### config.mk
export PLATFORM = sky130hd
export DESIGN_NAME = gpio_paged_bank
export DESIGN_NICKNAME = d
export VERILOG_FILES = /design/src/rtl/gpio_paged_bank.sv
export SDC_FILE = /design/constraint.sdc
export NUM_CORES = 1
export LEC_CHECK = 0
export ABC_AREA = 1
export BUFFER_PORTS_ARGS = -buffer_cell sky130_fd_sc_hd__buf_2
export CORE_MARGIN = 8
export CORE_UTILIZATION = 35
export CTS_CLUSTER_DIAMETER = 150
export DETAILED_ROUTE_END_ITERATION = 6
export SYNTH_ARGS = -nofsm -noshare
export SYNTH_HDL_FRONTEND = slang
export SYNTH_SLANG_ARGS = --single-unit
export TNS_END_PERCENT = 50
### constraint.sdc
create_clock -name clk -period 1.3 [get_ports clk]
set_clock_uncertainty 0.15 [all_clocks]
set_input_delay 0.195 -clock clk [delete_from_list [all_inputs] [get_ports clk]]
set_output_delay 0.195 -clock clk [all_outputs]
set_load 0.01 [all_outputs]
### src/rtl/gpio_paged_bank.sv
module gpio_paged_bank #(
  parameter int PORTS = 6,
  localparam int NPINS = PORTS * 8
) (
  input  logic             clk,
  input  logic             rst_n,
  input  logic [3:0]       addr,
  input  logic [7:0]       wdata,
  input  logic             wr,
  input  logic             rd,
  output logic [7:0]       rdata,
  input  logic [NPINS-1:0] pin_in,
  output logic [NPINS-1:0] pin_oe,
  input  logic [7:0]       irq_pend,
  output logic [1:0]       ext_page,
  output logic [1:0]       ext_idx,
  output logic             ext_wr,
  output logic             ext_rd,
  output logic [7:0]       ext_wdata,
  input  logic [7:0]       ext_rdata
);

  logic [1:0]       page;
  logic [5:0]       lock;
  logic [NPINS-1:0] latch, sync1, sync2;
  logic [7:0]       rd_mux;

  wire in_win   = (addr[3:2] == 2'b10) && (addr[1:0] != 2'b11);
  wire win_live = in_win && (page != 2'd0);

  assign ext_page  = page;
  assign ext_idx   = addr[1:0];
  assign ext_wdata = wdata;
  assign ext_wr    = wr && win_live;
  assign ext_rd    = rd && win_live;
  assign pin_oe    = latch;

  always_ff @(posedge clk or negedge rst_n)
    if (!rst_n) begin
      page <= 2'd0;
      lock <= 6'd0;
    end else if (wr && addr == 4'd7) begin
      page <= wdata[7:6];
      lock <= wdata[5:0];
    end

  for (genvar p = 0; p < PORTS; p++) begin : g_port
    always_ff @(posedge clk or negedge rst_n)
      if (!rst_n)
        latch[p*8 +: 8] <= 8'h00;
      else if (wr && addr == 4'(p) && !lock[p])
        latch[p*8 +: 8] <= wdata;

    a_r2_oe_follows_write: assert property (@(posedge clk) disable iff (!rst_n)
      (wr && addr == 4'(p) && !lock[p]) |=> pin_oe[p*8 +: 8] == $past(wdata));

    a_r6_lock_blocks_write: assert property (@(posedge clk) disable iff (!rst_n)
      (wr && addr == 4'(p) && lock[p]) |=> $stable(pin_oe[p*8 +: 8]));
  end

  always_ff @(posedge clk or negedge rst_n)
    if (!rst_n) begin
      sync1 <= '1;
      sync2 <= '1;
    end else begin
      sync1 <= pin_in;
      sync2 <= sync1;
    end

  always_comb begin
    rd_mux = 8'h00;
    for (int p = 0; p < PORTS; p++)
      if (addr == 4'(p)) rd_mux = ~sync2[p*8 +: 8];
    if (addr == 4'd6) rd_mux = irq_pend;
    if (addr == 4'd7) rd_mux = {page, lock};
    if (win_live)     rd_mux = ext_rdata;
  end

  always_ff @(posedge clk or negedge rst_n)
    if (!rst_n)  rdata <= 8'h00;
    else if (rd) rdata <= rd_mux;

  a_r10_rdata_holds: assert property (@(posedge clk) disable iff (!rst_n)
    !rd |=> $stable(rdata));

  a_r9_page0_window_zero: assert property (@(posedge clk) disable iff (!rst_n)
    (rd && in_win && page == 2'd0) |=> rdata == 8'h00);

  a_r9_high_addr_zero: assert property (@(posedge clk) disable iff (!rst_n)
    (rd && addr > 4'd10) |=> rdata == 8'h00);

  a_r7_status_read: assert property (@(posedge clk) disable iff (!rst_n)
    (rd && addr == 4'd6) |=> rdata == $past(irq_pend));

endmodule

# == Yosys cells after proc, flatten, opt, wreduce, memory -nomap -nowiden ==
# Index checks and enable logic that the tools add are counted.
# classes
eq_ne,9
muxes,9
bitwise_logic,6
reduce_logical,25
# ops
op,n
$mux W8,9
$not A8 Y8,6
$logic_and A1 B1 Y1,17
$eq A4 B3 Y1 const B,4
$eq A4 B2 Y1 const B,2
$logic_not A1 Y1,6
$eq A4 B1 Y1 const B,1
$logic_not A4 Y1,1
$eq A2 B2 Y1 const B,1
$ne A2 B2 Y1 const B,1
$reduce_bool A2 Y1,1
# word_totals
register_bits,160
out_inout_bits,70

# == Logic depth before layout (Yosys ltp) ==
# logic_depth
depth_word,10
ltp_mapped,9
mapped_depth_nobuf,9

# == Worst setup path after synthesis ==
# No wires, ideal clock.
# synth_path
kind,register to register
from,"register page[0], in the netlist ext_page[0]"
to,register rdata[0]
setup_ns,0.116
t_arrival_ns,1.071
setup_slack_ns,-0.038
path_stages_with_launch,7
cell_sequence,dfrtp_1 o211ai_2 o21ai_0 inv_1 nand4_1 nand2_1 nand2_1
# synth_between
elab_chain_len,3
# synth_rtl
item,line,text
from (decl),23,logic [1:0] page;
from (signal assigned),43,page <= wdata[7:6];
$reduce_bool A2 Y1,29,wire win_live = in_win && (page != 2'd0);
$logic_and A1 B1 Y1,29,
$mux W8,76,if (win_live) rd_mux = ext_rdata;
to (signal assigned),81,else if (rd) rdata <= rd_mux;
to (decl),11,"output logic [7:0] rdata,"
# No other way between the ends.
# A chain may end at the register's enable or synchronous reset.

# == Worst setup path after layout ==
# layout_path
from,"register page[0], in the netlist ext_page[0]"
to,output port ext_wr
# layout_between
elab_chain_len,3
# layout_rtl
item,line,text
$reduce_bool A2 Y1,29,
$logic_and A1 B1 Y1,29,
$logic_and A1 B1 Y1,34,assign ext_wr = wr && win_live;
to (decl),17,"output logic ext_wr,"
# No other way between the ends.

==> impl_metrics.env <==
export IMPL_grt_pass1_vias=4711
export IMPL_postRouteAntennaNets=0
export IMPL_globalRouteTotalUtil_pct=15.1
export IMPL_start_util_pct=35.7
export IMPL_antenna_found_initial=1
export IMPL_clock_tree_root_cell="clkbuf_16"
export IMPL_clock_latency_ns=0.42
export IMPL_ys_ff_latch=160
export IMPL_status="finished, violations left"
export IMPL_rr_worst_depth=8
export IMPL_fill_cells=1444
export IMPL_cts_tree="built"
export IMPL_worstSetupPathType="register to output pin"
export IMPL_cap_viol_max_count=0
export IMPL_critPathRequiredTime_ns=0.95
export IMPL_cts_sinks=160
export IMPL_syn_inst=509
export IMPL_r2r_end="rdata[1]"
export IMPL_synth_avg_cell_area_um2=11.6
export IMPL_ys_seq_area_share_pct=70.0
export IMPL_rrSetupSlack_ns=-0.24
export IMPL_r2r_start="ext_page[0]"
export IMPL_rows=47
export IMPL_die_h_um=146
export IMPL_crit_path_end="ext_wr"
export IMPL_worstPathCellList="o211ai_4 -> nor2_1 -> buf_2"
export IMPL_cp_start_kind="register"
export IMPL_netlist_top_cells_area="dfstp_2 (43%), dfrtp_1 (27%), nand2_1 (6.5%)"
export IMPL_die_x_um=146
export IMPL_place_hpwl_um=11000
export IMPL_setup_viol=25
export IMPL_finalSetupTns_ns=-2.76
export IMPL_hold_violations=0
export IMPL_end_kind="output pin"
export IMPL_ir_drop_v=0.000886
export IMPL_viasPerCell=4.44
export IMPL_die_area_um2=21200
export IMPL_relSlewSlack_pct=74.5
export IMPL_place_congestion=0.880
export IMPL_max_freq_mhz=616
export IMPL_syn_cell_area_um2=5890
export IMPL_max_stage_delay_ns=0.41
export IMPL_syn_nets=589
export IMPL_violations="negative setup slack"
export IMPL_remaining_drc_errors=0
export IMPL_timing_hold_ws_ns=0.0327
export IMPL_cp_arrival_ns=1.28
export IMPL_ys_types=27
export IMPL_gr_total_overflow=0
export IMPL_worstMarginPinSlew_ns=0.382
export IMPL_fin_crit_ns=1.62
export IMPL_dr_pass1_iters=6
export IMPL_cts_made_buffers=17
export IMPL_worstPathMaxFanout=4
export IMPL_first_iter_violations=202
export IMPL_grt_pass1_wl_um=25100
export IMPL_core_um2=16500
export IMPL_finalPower_mw=13.1
export IMPL_synth_ff_type="dfstp_2"
export IMPL_clk_pin_slew_ns=0.06
export IMPL_hold_class="input port to register"
export IMPL_num_vias=4403
export IMPL_syn_to_final_growth_pct=45.2
export IMPL_grt_start_max_net_pins=40
export IMPL_async_flop_share_pct=100
export IMPL_drive_above_1_share_pct=46.2
export IMPL_clockBufferDepth=2
export IMPL_crit_slowest_cell="dfrtp_1"
export IMPL_drv_slew=0
export IMPL_synth_edf_count=0
export IMPL_wl_per_cell_um=16.0
export IMPL_yosysWarnings=0
export IMPL_leakage_nw=4.11
export IMPL_drt_total_wl_um=15800
export IMPL_numPortBuffers=149
export IMPL_yosys_area_top_type="dfstp_2"
export IMPL_synth_top_area_share_pct=42.8
export IMPL_crit_path_start="ext_page[0]"
export IMPL_nets=837
export IMPL_power_density_nw_per_um2=1540
export IMPL_htreeDepth=4
export IMPL_timing_final_crit_share_pct=125
export IMPL_worst_slack_ns=-0.324
export IMPL_io_pins=150
export IMPL_rsz0062_at_grt="yes"
-- placed cells by master, fill, tap and decap left out, drive strengths merged, types with 19 or more instances in the layout --
cell and instances:
dfstp 96, dlygate4sd3 65, o21ai 61, buf 187, nor2 40, nand2 104
nand4 22, dfrtp 64, inv 61, clkbuf 19, nand3 28
-- kinds of logic (layout without fill, tap and decap cells) --
logic type             after synthesis  count (layout)  synth area share [%]
and+or+nand+nor                    203             204                  17.2
AOI/OAI and AO/OA                   62              62                  5.90
DFF                                160             160                  70.0
buffers and inverters               84             344                  6.94
other                                0               1                     0
-- state kept, by name, summed over array words and instances (netlist names) --
name,flops
ext_page,2
sync1,48
rdata,8
sync2,48
pin_oe,48
lock,6
-- synth_stat cells (3+ instances only) --
cell type and count:
nor2_4 3, buf_6 6, nand2_1 102, dfstp_2 96, nor2_1 36, o21ai_0 41
nand3_1 27, buf_2 6, buf_4 11, dfrtp_1 64, inv_1 54, inv_2 5
nand4_4 4, o21ai_1 12, nand3b_1 8, o21ai_2 8, nand4_1 16
-- worst max-delay path, delay by kind of cell, from the launching register on --
family                 cells  cell delay [ns]
buffers and inverters      1             0.15
flip-flops                 1             0.41
AO/OA/AOI/OAI              1             0.24
AND/OR/NAND/NOR            1             0.08
-- layer usage --
layer | global-route usage, % | routed length [µm] | up-vias
li1 | - | - | 2124
met1 | 17.5 | 6550 | 2101
met2 | 25.7 | 8070 | 152
met3 | 4.10 | 865 | 26
met4 | 6.77 | 351 | 0
met5 | 0 | 0 | -
-- timing repair --
action	CTS	global route
pin swaps	2	4
hold buffers	65	0
endpoints found under the hold margin	143	0
endpoints found under the setup margin	50	84
buffers inserted	3	11
gates cloned	0	1
resized for setup	14	21
-- power by group --
| part | total (mW) | switching [mW] | leakage [nW] | internal [mW] |
|---|---|---|---|---|
| Combinational | 2.10 | 1.07 | 1.98 | 1.03 |
| Clock | 5.07 | 1.94 | 0.301 | 3.13 |
| Sequential | 5.97 | 0.323 | 1.82 | 5.65 |
| Total | 13.1 | 3.33 | 4.11 | 9.81 |
-- worst min-delay path by stage --
| stage | start | to | slack [ns] | cells past startpoint |
|---|---|---|---|---|
| 2_1_floorplan | rst_n | ext_page[0] | -0.25 | 0 |
| 3_3_place_gp | rst_n | lock[4] | -0.04 | 1 |
| 3_5_place_dp | rst_n | ext_page[0] | -0.03 | 1 |
| 4_1_cts | wdata[2] | pin_oe[18] | 0.03 | 3 |
| 5_1_grt | wdata[2] | pin_oe[18] | 0.04 | 3 |
| 6_report | wdata[1] | pin_oe[41] | 0.03 | 3 |
-- final cells by class --
| cell class | count | area [µm²] | share of cell area [%] |
|---|---|---|---|
| Antenna cell | 1 | 2.50 | 0.0293 |
| Clock buffer | 19 | 453 | 5.29 |
| Clock inverter | 13 | 160 | 1.87 |
| Inverter | 60 | 225 | 2.63 |
| Multi-Input combinational cell | 266 | 1400 | 16.4 |
| Sequential cell | 160 | 4130 | 48.2 |
| Tap cell | 220 | 275 | 3.22 |
| Timing Repair Buffer | 252 | 1910 | 22.3 |
-- stage by stage --
stage | setup slack [ns] | cell area (µm²) | std cells | util, %
after detailed placement | -0.290 | 7030 | 878 | 42.5
after global placement | -0.237 | 7030 | 878 | 42.5
after CTS | -0.354 | 8360 | 978 | 50.6
after floorplan | 0.00231 | 5910 | 509 | -
after global routing | -0.381 | 8550 | 991 | 51.8
final | -0.324 | 8550 | 991 | 51.8
Power figures use the tool's default switching activity.
